`src/rtl/htg_pkg.sv`:
```
package htg_pkg;

    typedef enum logic [1:0] {
        ST_IDLE  = 2'd0,
        ST_WAIT  = 2'd1,
        ST_SETUP = 2'd2,
        ST_BURST = 2'd3
    } htg_state_t;

    typedef struct packed {
        logic hstart;
        logic hclk;
        logic blank;
    } htg_drive_t;

endpackage

```
`src/rtl/htg_line_ctl.sv`:
```
// Per-line control: latches the mode inputs on the strobe and keeps line parity.
module htg_line_ctl (
    input  logic clk,
    input  logic rst_n,
    input  logic line_start_i,
    input  logic aspect_wide_i,
    input  logic scan_fwd_i,
    output logic wide_o,
    output logic fwd_o,
    output logic odd_o,
    output logic odd_next_o
);

    logic wide_q;
    logic fwd_q;
    logic odd_q;

    always_ff @(posedge clk or negedge rst_n) begin
        if (!rst_n) begin
            wide_q <= 1'b1;
            fwd_q  <= 1'b1;
            odd_q  <= 1'b0;
        end else if (line_start_i) begin
            wide_q <= aspect_wide_i;
            fwd_q  <= scan_fwd_i;
            odd_q  <= ~odd_q;
        end
    end

    // parity the line being started will carry
    assign odd_next_o = odd_q ^ line_start_i;
    assign wide_o     = wide_q;
    assign fwd_o      = fwd_q;
    assign odd_o      = odd_q;

endmodule

```
`src/rtl/htg_seq_fsm.sv`:
```
// Line sequencer: IDLE -> WAIT -> SETUP -> BURST -> IDLE, restarted by any strobe.
module htg_seq_fsm
    import htg_pkg::*;
#(
    parameter int HALF_CYC   = 2,
    parameter int LEAD_CYC   = 6,
    parameter int NUM_WIDE   = 357,
    parameter int NUM_NARROW = 268
) (
    input  logic       clk,
    input  logic       rst_n,
    input  logic       line_start_i,
    input  logic       odd_next_i,
    input  logic       wide_i,
    output htg_drive_t drive_o
);

    localparam int PERIOD    = 2 * HALF_CYC;
    localparam int DELTA     = 3 * HALF_CYC;
    localparam int WAIT_EVEN = LEAD_CYC - 2 - HALF_CYC;
    localparam int WAIT_ODD  = WAIT_EVEN + DELTA;
    localparam int NUM_MAX   = (NUM_WIDE > NUM_NARROW) ? NUM_WIDE : NUM_NARROW;
    localparam int TW        = (WAIT_ODD > 1) ? $clog2(WAIT_ODD + 1) : 1;
    localparam int PW        = (PERIOD > 1) ? $clog2(PERIOD) : 1;
    localparam int CW        = (NUM_MAX > 1) ? $clog2(NUM_MAX) : 1;

    htg_state_t      state_q, state_nx;
    logic [TW-1:0]   tcnt_q, tcnt_nx;
    logic [PW-1:0]   ph_q, ph_nx;
    logic [CW-1:0]   pcnt_q, pcnt_nx;
    logic [CW-1:0]   last_pulse;

    assign last_pulse = wide_i ? CW'(NUM_WIDE - 1) : CW'(NUM_NARROW - 1);

    // next-state and counter logic
    always_comb begin
        state_nx = state_q;
        tcnt_nx  = tcnt_q;
        ph_nx    = ph_q;
        pcnt_nx  = pcnt_q;
        if (line_start_i) begin
            state_nx = ST_WAIT;
            tcnt_nx  = odd_next_i ? TW'(WAIT_ODD) : TW'(WAIT_EVEN);
            ph_nx    = '0;
            pcnt_nx  = '0;
        end else begin
            unique case (state_q)
                ST_IDLE: begin
                    state_nx = ST_IDLE;
                end
                ST_WAIT: begin
                    if (tcnt_q == '0) begin
                        state_nx = ST_SETUP;
                        tcnt_nx  = TW'(HALF_CYC - 1);
                    end else begin
                        tcnt_nx = tcnt_q - 1'b1;
                    end
                end
                ST_SETUP: begin
                    if (tcnt_q == '0) begin
                        state_nx = ST_BURST;
                        ph_nx    = '0;
                        pcnt_nx  = '0;
                    end else begin
                        tcnt_nx = tcnt_q - 1'b1;
                    end
                end
                ST_BURST: begin
                    if (ph_q == PW'(PERIOD - 1)) begin
                        ph_nx = '0;
                        if (pcnt_q == last_pulse) begin
                            state_nx = ST_IDLE;
                        end else begin
                            pcnt_nx = pcnt_q + 1'b1;
                        end
                    end else begin
                        ph_nx = ph_q + 1'b1;
                    end
                end
                default: begin
                    state_nx = ST_IDLE;
                end
            endcase
        end
    end

    // state register
    always_ff @(posedge clk or negedge rst_n) begin
        if (!rst_n) begin
            state_q <= ST_IDLE;
            tcnt_q  <= '0;
            ph_q    <= '0;
            pcnt_q  <= '0;
        end else begin
            state_q <= state_nx;
            tcnt_q  <= tcnt_nx;
            ph_q    <= ph_nx;
            pcnt_q  <= pcnt_nx;
        end
    end

    // output decode
    always_comb begin
        drive_o = '{hstart: 1'b0, hclk: 1'b0, blank: 1'b1};
        unique case (state_q)
            ST_IDLE, ST_WAIT: begin
                drive_o.blank = 1'b1;
            end
            ST_SETUP: begin
                drive_o.hstart = 1'b1;
            end
            ST_BURST: begin
                drive_o.blank = 1'b0;
                drive_o.hclk  = (ph_q < PW'(HALF_CYC));
            end
            default: begin
                drive_o.blank = 1'b1;
            end
        endcase
    end

endmodule

```
`src/rtl/htg_out_reg.sv`:
```
// Glitch-free registered pin drivers for the start pulse and the clock pair.
module htg_out_reg
    import htg_pkg::*;
(
    input  logic       clk,
    input  logic       rst_n,
    input  htg_drive_t drive_i,
    output logic       hstart_o,
    output logic       hclk_a_o,
    output logic       hclk_b_o,
    output logic       hblank_o
);

    always_ff @(posedge clk or negedge rst_n) begin
        if (!rst_n) begin
            hstart_o <= 1'b0;
            hclk_a_o <= 1'b0;
            hclk_b_o <= 1'b1;
            hblank_o <= 1'b1;
        end else begin
            hstart_o <= drive_i.hstart;
            hclk_a_o <= drive_i.hclk;
            hclk_b_o <= ~drive_i.hclk;
            hblank_o <= drive_i.blank;
        end
    end

endmodule

```
`src/rtl/delta_htiming.sv`:
```
module delta_htiming
    import htg_pkg::*;
#(
    parameter int HALF_CYC   = 2,
    parameter int LEAD_CYC   = 6,
    parameter int NUM_WIDE   = 357,
    parameter int NUM_NARROW = 268
) (
    input  logic clk,
    input  logic rst_n,
    input  logic line_start_i,
    input  logic aspect_wide_i,
    input  logic scan_fwd_i,
    output logic hstart_o,
    output logic hclk_a_o,
    output logic hclk_b_o,
    output logic hblank_o,
    output logic vid_inv_o,
    output logic aspect_wide_o,
    output logic scan_fwd_o
);

    logic       wide_l;
    logic       odd_next;
    htg_drive_t drive;

    htg_line_ctl u_line (
        .clk           (clk),
        .rst_n         (rst_n),
        .line_start_i  (line_start_i),
        .aspect_wide_i (aspect_wide_i),
        .scan_fwd_i    (scan_fwd_i),
        .wide_o        (wide_l),
        .fwd_o         (scan_fwd_o),
        .odd_o         (vid_inv_o),
        .odd_next_o    (odd_next)
    );

    htg_seq_fsm #(
        .HALF_CYC   (HALF_CYC),
        .LEAD_CYC   (LEAD_CYC),
        .NUM_WIDE   (NUM_WIDE),
        .NUM_NARROW (NUM_NARROW)
    ) u_fsm (
        .clk          (clk),
        .rst_n        (rst_n),
        .line_start_i (line_start_i),
        .odd_next_i   (odd_next),
        .wide_i       (wide_l),
        .drive_o      (drive)
    );

    htg_out_reg u_out (
        .clk      (clk),
        .rst_n    (rst_n),
        .drive_i  (drive),
        .hstart_o (hstart_o),
        .hclk_a_o (hclk_a_o),
        .hclk_b_o (hclk_b_o),
        .hblank_o (hblank_o)
    );

    assign aspect_wide_o = wide_l;

endmodule

```
`config.mk`:
```
export PLATFORM = sky130hd
export DESIGN_NAME = delta_htiming
export DESIGN_NICKNAME = d
export VERILOG_FILES = /design/src/rtl/htg_pkg.sv /design/src/rtl/htg_line_ctl.sv /design/src/rtl/htg_seq_fsm.sv /design/src/rtl/htg_out_reg.sv /design/src/rtl/delta_htiming.sv
export SDC_FILE = /design/constraint.sdc
export NUM_CORES = 1
export LEC_CHECK = 0
export ABC_AREA = 1
export BUFFER_PORTS_ARGS = -buffer_cell sky130_fd_sc_hd__buf_2
export CORE_MARGIN = 10
export CORE_UTILIZATION = 63
export CTS_CLUSTER_SIZE = 40
export DETAILED_ROUTE_END_ITERATION = 6
export PLACE_DENSITY = 0.94
export SYNTH_ARGS = -nofsm -noshare
export SYNTH_HDL_FRONTEND = slang
export SYNTH_SLANG_ARGS = --single-unit
```
`constraint.sdc`:
```
create_clock -name clk -period 2.4 [get_ports clk]
set_input_delay 0.24 -clock clk [delete_from_list [all_inputs] [get_ports clk]]
set_output_delay 0.24 -clock clk [all_outputs]
set_load 0.02 [all_outputs]
```
== After elaboration in Yosys (flattened, before gate mapping) ==
Index checks and enable logic that the tools add are counted.
Storage, ports and cells
  flip-flop bits (word level): 24
  input port bits: 5
  output and inout port bits: 7
  word-level logic and storage cells: 61
Operators by class
  add/sub/neg operators: 3
  magnitude comparators: 1
  eq/ne operators: 11
  multiplexer cells: 24
  bitwise operators: 3
  reduce and logical (&&, ||, !) cells: 8
Operators with widths (count)
  $mux W9: 4
  $pmux W9 S2: 1
  $mux W2: 8
  $mux W4: 4
  $ne A3 B2 Y1 const B: 4
  $add A9 B1 Y9 const B: 1
  $eq A9 B9 Y1: 1
  $pmux W2 S4: 1
  $pmux W4 S2: 1
  $reduce_and A4 Y1: 2
  $mux W7: 1
  $eq A2 B2 Y1 const B: 3
  $ne A3 B3 Y1 const B: 2
  $reduce_bool A3 Y1: 2
  $logic_not A4 Y1: 1
  $pmux W2 S2: 1
  $reduce_and A2 Y1: 2
  $sub A4 B1 Y4 const B: 1
  $mux W1: 3
  $add A2 B1 Y2 const B: 1
  $eq A2 B1 Y1 const B: 1
  $logic_not A2 Y1: 1
  $lt A2 B2 Y1 const B: 1
  $not A1 Y1: 2
  $xor A1 B1 Y1: 1

== Logic depth before layout (Yosys ltp) ==
Gate-level depths: netlist of the first run.
  depth after elaboration: 6
  depth in mapped cells: 10
  mapped depth without buffers: 10

== By module ==
From an unflattened synthesis of the first run, not the netlist that was laid out.
Second synthesis, totals
  cell total of the unflattened synthesis: 196
  area total of the unflattened synthesis: 1427.6 µm²
Modules (own cells, without submodules)
  htg_seq_fsm: times used 1, cells an instance 176, area an instance 1196.1 µm², sequential area each 425.4 µm²
  htg_line_ctl: times used 1, cells an instance 15, area an instance 125.1 µm², sequential area each 77.6 µm²
  htg_out_reg: times used 1, cells an instance 5, area an instance 106.4 µm², sequential area each 102.6 µm²

== Least setup slack after synthesis of the first run ==
No wires, ideal clock.
  path kind: flip-flop to flip-flop
  start point: reg u_fsm.state_q[0]
  end point: reg u_fsm.tcnt_q[1]
  library setup time: 0.127 ns
  arrival: 1.249 ns
  required time: 2.273 ns
  slack: 1.023 ns
  cell stages (with the launch flop): 8
  buffers on the path: 0
  clock period less this slack: 1.377 ns
  cells stage by stage: dfrtp_1 > inv_1 > ha_1 > or2_1 > o21ai_1 > nand2_1 > o21ai_1 > o22ai_1
On the way
  longest elaborated chain between the ends: 3
  elaborated cells between the ends (all ways): 7
  those cells by class: eq/ne: 3; mux: 2; reduce/logical: 2
RTL lines
  start: declaration: line htg_seq_fsm.sv:27  | htg_state_t state_q, state_nx;
  start signal: assignment: line htg_seq_fsm.sv:95  | state_q <= state_nx;
  $eq A2 B2 Y1 / $eq A2 B1 Y1 (equally long branches): line htg_seq_fsm.sv:47  | unique case (state_q)
  $pmux W4 S2, or another cell as far along: line htg_seq_fsm.sv:47
  $mux W4 / $reduce_and A2 Y1 (equally long branches)
  end signal: assignment: line htg_seq_fsm.sv:96  | tcnt_q <= tcnt_nx;
  end: declaration: line htg_seq_fsm.sv:28  | logic [TW-1:0] tcnt_q, tcnt_nx;
Several ways; a longest one is shown, not always the timed one.
A chain may end at the register's enable or synchronous reset.

== Worst setup path in the final report of the first run ==
  start point: reg u_fsm.state_q[0]
  end point: reg u_fsm.pcnt_q[0]
On the way
  longest elaborated chain between the ends: 3
  elaborated cells between the ends (all ways): 9
  those cells by class: eq/ne: 5; mux: 2; reduce/logical: 2
RTL lines
  $eq A2 B2 Y1: line htg_seq_fsm.sv:47
  $ne A3 B2 Y1 (no line), or another cell as far along
  $reduce_and A4 Y1 (no line) / $mux W9 (equally long branches)
  end signal: assignment: line htg_seq_fsm.sv:98  | pcnt_q <= pcnt_nx;
  end: declaration: line htg_seq_fsm.sv:30  | logic [CW-1:0] pcnt_q, pcnt_nx;
Several ways; a longest one is shown, not always the timed one.

==> impl_metrics.env, run 1 <==
export IMPL_finalNetCount=217
export IMPL_ys_seq_area_share_pct=41.2
export IMPL_synth_edf_count=0
export IMPL_final_setup_tns_ps=0
export IMPL_cts_buffer_depth=2
export IMPL_whs_ps=110
export IMPL_syn_area_per_cell_um2=7.73
export IMPL_arrival_ps=1850
export IMPL_wire_per_inst_um=12.8
export IMPL_final_antenna_net_count=0
export IMPL_crit_required_ps=2620
export IMPL_crit_path_end_kind="register"
export IMPL_cts_buffers=3
export IMPL_die_w_um=68.3
export IMPL_synthArstFlopShare_pct=100
export IMPL_synthDominantCellAreaShare_pct=34.1
export IMPL_fin_ws_ps=763
export IMPL_synth_largest_area_cell="dfrtp_1"
export IMPL_fillCellCount=167
export IMPL_status="finished clean"
export IMPL_via_per_inst=5.32
export IMPL_drtIter0Drc=82
export IMPL_leakage_nw=0.844
export IMPL_clock_skew_ps=6.79
export IMPL_synth_seq_cells=24
export IMPL_hold_class="in2reg"
export IMPL_ys_types=28
export IMPL_gr_total_overflow=0
export IMPL_synth_ff_type="dfrtp_1"
export IMPL_cts_root_buf="clkbuf_4"
export IMPL_core_mm2=0.00221
export IMPL_io_pins=12
export IMPL_post_cts_resize_count=0
export IMPL_synth_fa_ha_area_share_pct=5.96
export IMPL_vdd_drop_max_v=0.000735
export IMPL_drc=0
export IMPL_setup_violations=0
export IMPL_antenna_found_initial=0
export IMPL_cts_tree="done"
export IMPL_rsz0062_at_grt="no"
export IMPL_max_freq_mhz=611
export IMPL_synth_compound_area_share_pct=4.00
export IMPL_fp_row_count=17
export IMPL_crit_path_start_kind="register"
export IMPL_hold_buffers=1
export IMPL_dr_pass1_iters=4
export IMPL_place_port_buffers=11
export IMPL_yosys_area_share_simple_pct=37.2
export IMPL_area_growth_pct=7.33
export IMPL_gp_congestion=0.989
export IMPL_synth_xor_area_share_pct=2.98
export IMPL_post_route_min_period_ps=1640
export IMPL_syn_nets=202
export IMPL_syn_inst=190
export IMPL_crit_fanout=10
export IMPL_power_density_mw_per_mm2=835
export IMPL_finalCritPeriodShare_pct=68.2
export IMPL_hold_viol_final=0
export IMPL_cts_max_level=1
export IMPL_yosys_top_cells_count="55 x nand2_1, 21 x nor2_1, 20 x dfrtp_1, 20 x inv_1, 19 x nand3_1"
export IMPL_relSlewSlack_pct=65.8
export IMPL_hpwlAfterDp_mm=2.27
export IMPL_finalMaxSlewViolations=0
export IMPL_num_vias=1228
export IMPL_drive_gt1_share_pct=17.7
export IMPL_netlist_area_mm2=0.00147
export IMPL_grt_max_degree=25
export IMPL_die_area_mm2=0.00466
export IMPL_diodes=0
export IMPL_wirelength_mm=2.95
export IMPL_clkLatencyLatePin_ps=320
export IMPL_die_y_um=68.3
export IMPL_grt_usage_pct=14.2
export IMPL_cts_setup_buffers=0
export IMPL_ys_warn_count=0
export IMPL_grt_pass1_wl_mm=5.13
export IMPL_clock_sinks=24
export IMPL_start_util_pct=66.4
export IMPL_place_ws_ps=824
export IMPL_max_cap_viol_count=0
export IMPL_synth_top_family_by_area="simple AND/OR/NAND/NOR gates"
export IMPL_timing_worst_setup_path_type="reg2reg"
export IMPL_grt_pass1_vias=1170
export IMPL_worstMarginPinSlew_ps=513
export IMPL_muxShareOfSynthArea_pct=0
export IMPL_yosysMostFrequentCell="nand2_1"
export IMPL_clk_pin_slew_ps=120
export IMPL_synth_area_leaders="dfrtp_1 34%, nand2_1 14%, dfstp_2 7.2%"
==> layer usage <==
metal | part of all wire (%) | track usage [%] | wire [µm] | up-vias
li1 | - | - | - | 628
met1 | 45 | 17.5 | 1320 | 566
met2 | 50 | 23.1 | 1480 | 28
met3 | 3.4 | 2.77 | 100 | 6
met4 | 1.7 | 7.29 | 51 | 0
met5 | 0 | 0 | 0 | -
==> final timing paths <==
check | start | end | slack, ps | cells past startpoint
worst max-delay path | u_fsm.state_q[0] | u_fsm.pcnt_q[0] | 760 | 10
worst min-delay path | aspect_wide_i | u_line.wide_o | 110 | 3
worst max register to register | u_fsm.state_q[0] | u_fsm.pcnt_q[0] | 760 | 10
worst min register to register | u_line.fwd_o | u_line.fwd_o | 480 | 2
max in group asynchronous | rst_n | u_line.wide_o | 1610 | 2
min in group asynchronous | rst_n | u_fsm.state_q[0] | 410 | 2
==> report_power, final <==
part           total, mW  internal (mW)  switching, mW
sequential         0.577          0.507         0.0696
clock              0.175         0.0589          0.117
combinational      0.565          0.190          0.375
==> critical path: stages (launching register included) <==
cell and delay, ps:
dfrtp_1 440, inv_1 70, ha_1 240, inv_1 100, nor2_1 50, nand2_1 100, nand2_2 120, nor2_8 180
nand2_4 110, nand2_1 70, nand2_1 60
==> cell usage in the layout (no fill, tap or decap) <==
master         Yosys  routed
a21oi_1            4       4
a22oi_1            1       1
buf_2              0      11
bufinv_8           1       1
clkbuf_4           0       3
dfrtp_1           20      20
dfstp_2            4       4
dlygate4sd3_1      0       1
ha_1               7       7
inv_1             20      20
inv_2              5       5
nand2_1           55      55
nand2_2            5       5
nand2_4            1       1
nand3_1           19      19
nand3_2            1       1
nand3b_1           1       1
nand4_1            5       5
nand4_4            1       1
nor2_1            21      21
nor2_2             2       2
nor2_8             1       1
nor3_1             1       1
nor3_2             1       1
o21ai_0            1       1
o21ai_1            4       4
o22ai_1            1       1
or2_1              1       1
xnor2_1            1       1
xor2_1             4       4
==> sequential cells by signal (all words and copies together), names as in the netlist <==
| name | flops |
|---|---|
| u_fsm.pcnt_q | 9 |
| u_fsm.ph_q | 2 |
| u_fsm.state_q | 2 |
| u_fsm.tcnt_q | 4 |
| u_line.fwd_o | 1 |
| u_line.odd_o | 1 |
| u_line.wide_o | 1 |
| u_out.hblank_o | 1 |
| u_out.hclk_a_o | 1 |
| u_out.hclk_b_o | 1 |
| u_out.hstart_o | 1 |
==> area by class of cell <==
type | instances | area [µm²] | share of cell area [%]
Clock buffer | 3 | 22.5 | 1.43
Timing Repair Buffer | 12 | 65.1 | 4.13
Inverter | 26 | 111 | 7.06
Sequential cell | 24 | 606 | 38.4
Multi-Input combinational cell | 138 | 737 | 46.7
Tap cell | 28 | 35.0 | 2.22
==> kinds of logic after synthesis <==
kind of cell               after synthesis
DFF                                     24
and+or+nand+nor                        115
xor gates and xnor gates                 5
buffers and inverters                   28
AOI/OAI and AO/OA                       11
adders and majority gates                7
==> through the flow <==
stage	power [mW]	area, µm²	instances	util, %
global route	1.42	1580	231	71.3
detailed placement	1.13	1540	227	69.8
finish	1.32	1580	231	71.3
global placement	1.09	1540	227	69.8
CTS	1.31	1580	231	71.3
floorplan	0.991	1470	190	-
Note: power is estimated with default switching activity, not from simulation.
==> inputs of run 2 (changes only) <==
Settings changed: CORE_UTILIZATION 63 to 58, PLACE_DENSITY 0.94 to 0.89.
Clock period 2.4 ns to 1.7 ns, I/O delays scaled along.
==> impl_metrics.env, run 2 (synthesis results as in run 1) <==
export IMPL_core_mm2=0.00245
export IMPL_crit_fanout=9
export IMPL_place_port_buffers=11
export IMPL_cts_buffer_depth=2
export IMPL_seq_area_um2=606
export IMPL_finalNetCount=220
export IMPL_final_common_cell="nand2_1"
export IMPL_final_setup_tns_ps=0
export IMPL_wire_per_inst_um=14.0
export IMPL_gr_total_overflow=0
export IMPL_max_cap_viol_count=0
export IMPL_clock_sinks=24
export IMPL_worstMarginPinSlew_ps=541
export IMPL_top_regs="u_fsm.pcnt_q: 9 flops, u_fsm.tcnt_q: 4 flops"
export IMPL_fp_row_count=18
export IMPL_crit_chain="inv_1, ha_1, inv_1, nor2_1, nand2_1, nand2_4, nor2_8, nand2_4, nand2_1, nand2_1"
export IMPL_busiest_layer="met2"
export IMPL_multi_input_area_um2=761
export IMPL_cpMostUsedCell="nand2_1"
export IMPL_clkLatencyLatePin_ps=340
export IMPL_grt_max_degree=25
export IMPL_cts_max_level=1
export IMPL_cts_root_buf="clkbuf_4"
export IMPL_finalCritPeriodShare_pct=93.4
export IMPL_crit_required_ps=1940
export IMPL_largest_reg_flops=9
export IMPL_status="finished clean"
export IMPL_final_cell_mix="54 x nand2_1, 20 x inv_1, 20 x nor2_1, 20 x dfrtp_1, 19 x nand3_1"
export IMPL_io_pins=12
export IMPL_fin_ws_ps=113
export IMPL_drive_gt1_share_pct=20.8
export IMPL_cp_slowest_stage_delay_ps=430
export IMPL_setup_violations=0
export IMPL_post_route_min_period_ps=1590
export IMPL_diodes=0
export IMPL_finish_utilization_pct=67.1
export IMPL_hpwlAfterDp_mm=2.29
export IMPL_die_area_mm2=0.00495
export IMPL_max_freq_mhz=630
export IMPL_die_y_um=70.3
export IMPL_leakage_nw=0.870
export IMPL_grt_pass1_vias=1251
export IMPL_dr_pass1_iters=4
export IMPL_top_register="u_fsm.pcnt_q"
export IMPL_timing_worst_setup_path_type="reg2reg"
export IMPL_whs_ps=13.6
export IMPL_clk_pin_slew_ps=140
export IMPL_relSlewSlack_pct=63.9
export IMPL_arrival_ps=1830
export IMPL_met2_usage_pct=20.2
export IMPL_power_density_mw_per_mm2=1280
export IMPL_vdd_drop_max_v=0.000967
export IMPL_drc=0
export IMPL_antenna_found_initial=0
export IMPL_grt_pass1_wl_mm=5.50
export IMPL_start_util_pct=59.8
export IMPL_critPathSlowestCell="dfrtp_1"
export IMPL_cts_buffers=3
export IMPL_fillCellCount=205
export IMPL_place_ws_ps=169
export IMPL_wirelength_mm=3.33
export IMPL_finalMaxSlewViolations=0
export IMPL_cts_tree="done"
export IMPL_hold_class="in2reg"
export IMPL_drtIter0Drc=112
export IMPL_grtUsageMet3_pct=3.39
export IMPL_crit_path_start_kind="register"
export IMPL_num_vias=1297
export IMPL_crit_path_end_kind="register"
export IMPL_hold_viol_final=0
export IMPL_via_per_inst=5.47
export IMPL_clock_skew_ps=7.73
export IMPL_grt_usage_pct=13.2
export IMPL_area_growth_pct=12.2
export IMPL_met1_usage_pct=15.3
export IMPL_gp_congestion=0.905
export IMPL_die_w_um=70.3
export IMPL_final_antenna_net_count=0
-- run 2: cell types whose count changed in the layout (fill, tap and decap cells not counted) --
cell	before	now
nand2_4	1	2
nor2_1	21	20
nor2_2	2	3
nor2_4	0	1
nand2_1	55	54
buf_4	0	2
ha_2	0	1
ha_1	7	6
bufinv_16	0	1
-- run 2: stage by stage --
step / cells / power [mW] / area, µm²
floorplan: 190 / 1.40 / 1470
global placement: 230 / 1.57 / 1550
detailed placement: 230 / 1.61 / 1550
CTS: 235 / 2.03 / 1620
global route: 237 / 2.25 / 1650
finish: 237 / 2.10 / 1650
-- run 2: final cells by class --
class	instances	share of cell area, %
timing repair buffer	14	4.86
clock inverter	1	1.82
clock buffer	3	1.37
multi-input combinational	139	46.2
inverter	26	6.76
sequential	24	36.8
tap	30	2.28
-- run 2: power breakdown --
part	switching, mW	internal (mW)
clock	0.192	0.239
combinational	0.564	0.311
sequential	0.0831	0.715
total	0.839	1.27
-- run 2: path summary, 6_finish.rpt --
kind / to / depth (start not counted) / startpoint / slack, ps
worst max-delay path: u_fsm.pcnt_q[4] / 10 / u_fsm.state_q[0] / 110
worst min-delay path: u_line.wide_o / 3 / aspect_wide_i / 10
worst max register to register: u_fsm.pcnt_q[4] / 10 / u_fsm.state_q[0] / 110
worst min register to register: u_line.fwd_o / 2 / u_line.fwd_o / 480
max in group asynchronous: u_out.hblank_o / 2 / rst_n / 1020
min in group asynchronous: u_fsm.state_q[0] / 2 / rst_n / 310
-- run 2: metal layers --
metal / wire [µm] / vias up
met3: 202 / 13
met1: 1400 / 596
met5: 0 / -
met4: 135 / 0
met2: 1590 / 51
li1: - / 637
-- run 2: repair_timing --
| item | 4_1_cts | 5_1_grt |
|---|---|---|
| buffers inserted | 0 | 1 |
| resized for setup | 0 | 4 |
| hold endpoints to repair | 20 | 0 |
| hold buffers | 1 | 0 |
| endpoints found under the setup margin | 0 | 10 |
-- run 2: worst max-delay path: cells and delay by family (launching register included) --
kind	cells	cell delay [ps]
buf+inv	2	170
simple gates	7	650
flops	1	430
fa+ha+maj	1	240
==> inputs of run 3 (changes only) <==
Settings changed: ABC_AREA 1 to default.
==> impl_metrics.env, run 3 <==
export IMPL_status="complete, but fails checks"
export IMPL_failed_checks="negative setup slack"
export IMPL_synth_edf_count=0
export IMPL_hold_viol_final=0
export IMPL_drtIter0Drc=144
export IMPL_die_area_mm2=0.00465
export IMPL_post_route_min_period_ps=2060
export IMPL_num_vias=1406
export IMPL_grt_pass1_wl_mm=6.57
export IMPL_die_w_um=68.2
export IMPL_switchingPower_mw=1.05
export IMPL_grt_max_degree=29
export IMPL_arrival_ps=2330
export IMPL_cts_max_level=1
export IMPL_ys_seq_area_share_pct=45.0
export IMPL_gp_congestion=0.901
export IMPL_start_util_pct=60.9
export IMPL_vdd_drop_max_v=0.00131
export IMPL_synth_largest_area_cell="dfrtp_1"
export IMPL_antenna_found_initial=0
export IMPL_yosysMostFrequentCell="dfrtp_1"
export IMPL_place_port_buffers=11
export IMPL_core_mm2=0.00221
export IMPL_place_ws_ps=-242
export IMPL_top_register="u_fsm.pcnt_q"
export IMPL_wire_per_inst_um=22.5
export IMPL_crit_path_end_kind="register"
export IMPL_fp_row_count=17
export IMPL_clockPowerShare_pct=12.9
export IMPL_clk_pin_slew_ps=150
export IMPL_crit_path_start_kind="register"
export IMPL_syn_inst=138
export IMPL_cp_slowest_stage_delay_ps=460
export IMPL_syn_area_per_cell_um2=9.76
export IMPL_hold_class="in2reg"
export IMPL_synth_area_leaders="dfrtp_1 37%, dfstp_2 7.8%, ha_1 6.5%"
export IMPL_synthDominantCellAreaShare_pct=37.2
export IMPL_top_regs="u_fsm.pcnt_q: 9 flops, u_fsm.tcnt_q: 4 flops"
export IMPL_netlist_area_mm2=0.00135
export IMPL_syn_nets=150
export IMPL_cts_buffer_depth=2
export IMPL_die_y_um=68.2
export IMPL_drc=0
export IMPL_clkLatencyLatePin_ps=340
export IMPL_wirelength_mm=4.79
export IMPL_clock_sinks=24
export IMPL_leakage_nw=0.879
export IMPL_hpwlAfterDp_mm=2.37
export IMPL_switching_share_pct=40.9
export IMPL_relSlewSlack_pct=62.2
export IMPL_finalMaxSlewViolations=0
export IMPL_worstMarginPinSlew_ps=567
export IMPL_final_antenna_net_count=0
export IMPL_rsz0062_at_grt="yes"
export IMPL_pwr_share_seq_pct=30.6
export IMPL_fin_ws_ps=-365
export IMPL_dr_pass1_iters=5
export IMPL_p_int_mw=1.52
export IMPL_setup_violations=16
export IMPL_drive_gt1_share_pct=43.2
export IMPL_yosys_top_cells_count="20 x dfrtp_1, 18 x nor2_1, 9 x inv_1, 7 x ha_1, 6 x a21oi_1"
export IMPL_timing_worst_setup_path_type="reg2reg"
export IMPL_p_comb_share_pct=56.5
export IMPL_final_cell_mix="33 x buf_4, 20 x dfrtp_1, 17 x nor2_1, 11 x buf_2, 7 x inv_1"
export IMPL_io_pins=12
export IMPL_ys_warn_count=0
export IMPL_power_density_mw_per_mm2=1360
export IMPL_largest_reg_flops=9
export IMPL_clock_skew_ps=6.71
export IMPL_finalCritPeriodShare_pct=121
export IMPL_power_mw=2.57
export IMPL_seq_area_um2=606
export IMPL_crit_required_ps=1970
export IMPL_crit_chain="inv_2, ha_4, or3b_4, a211o_1, or4_1, a31oi_1"
export IMPL_cts_tree="done"
export IMPL_cp_top_family="simple AND/OR/NAND/NOR gates"
export IMPL_grt_pass1_vias=1404
export IMPL_max_freq_mhz=484
export IMPL_synth_ff_type="dfrtp_1"
export IMPL_multi_input_area_um2=830
export IMPL_fillCellCount=110
export IMPL_final_common_cell="buf_4"
export IMPL_ys_types=41
export IMPL_gr_total_overflow=0
export IMPL_finalNetCount=198
export IMPL_synthArstFlopShare_pct=100
export IMPL_via_per_inst=6.60
export IMPL_area_growth_pct=40.1
export IMPL_max_cap_viol_count=0
export IMPL_cts_buffers=3
export IMPL_critPathSlowestCell="or4_1"
export IMPL_critPathBufInv=1
export IMPL_synth_seq_cells=24
export IMPL_diodes=0
export IMPL_crit_fanout=4
export IMPL_grt_usage_pct=18.3
export IMPL_cts_root_buf="clkbuf_4"
==> run 3: kinds of logic after synthesis <==
kind of cell / synth area share (%)
xor+xnor: 1.30
simple gates: 22.3
compound gates: 17.0
flops: 45.0
buf+inv: 3.90
fa+ha+maj: 6.51
mux: 4.00
==> run 3: stage by stage <==
step                std cells  TNS (ps)  area (µm²)  hold WS [ps]  util, %
floorplan                 138      -994        1350          -126        -
global placement          198     -1440        1620           176     73.1
detailed placement        198     -2430        1620           182     73.1
CTS                       208     -1890        1790          62.2     80.9
global route              213     -3700        1890          43.2     85.3
finish                    213     -2760        1890          53.2     85.3
==> run 3: worst register-to-register path, cell delays in order (launching register included) <==
cell,delay [ps]
dfrtp_1,420
inv_2,90
ha_4,130
or3b_4,380
a211o_1,330
or4_1,460
a31oi_1,190
==> run 3: area by class of cell <==
type                    instances  area share (%)
multi-input cells             100            44.0
flip-flops and latches         24            32.1
inverters                       9            1.79
clock buffers                   4            1.92
well taps                      28            1.86
repair buffers                 48            18.4
==> run 3: worst paths after layout <==
kind | from | to | slack, ps | depth (start not counted)
max | u_fsm.tcnt_q[0] | u_fsm.pcnt_q[2] | -360 | 6
min | aspect_wide_i | u_line.wide_o | 50 | 2
max reg2reg | u_fsm.tcnt_q[0] | u_fsm.pcnt_q[2] | -360 | 6
min reg2reg | u_line.odd_o | u_line.odd_o | 520 | 1
max in group asynchronous | rst_n | u_out.hclk_b_o | 990 | 2
min in group asynchronous | rst_n | u_fsm.pcnt_q[2] | 330 | 2
==> run 3: what timing repair did <==
action	4_1_cts	5_1_grt
cloned	0	0
hold buffers	1	0
resized for setup	20	11
pin swaps	9	6
setup buffers	5	5
setup endpoints to repair	15	15
endpoints found under the hold margin	20	0
==> run 3: layer usage <==
layer  vias up  share of wire (%)  GRT usage, %
met5         -                  0             0
met3        38                8.0          4.24
met1       677                 38          22.1
met4         0                6.8          10.6
met2        92                 47          29.4
li1        599                  -             -
==> run 3: power groups by stage <==
stage / Combinational, mW / Sequential (mW) / Clock, mW
6_report: 1.45 / 0.786 / 0.333
5_1_grt: 1.55 / 0.799 / 0.352
4_1_cts: 1.18 / 0.772 / 0.319
3_5_place_dp: 0.993 / 0.782 / 0
3_3_place_gp: 0.935 / 0.772 / 0
2_1_floorplan: 0.521 / 0.843 / 0
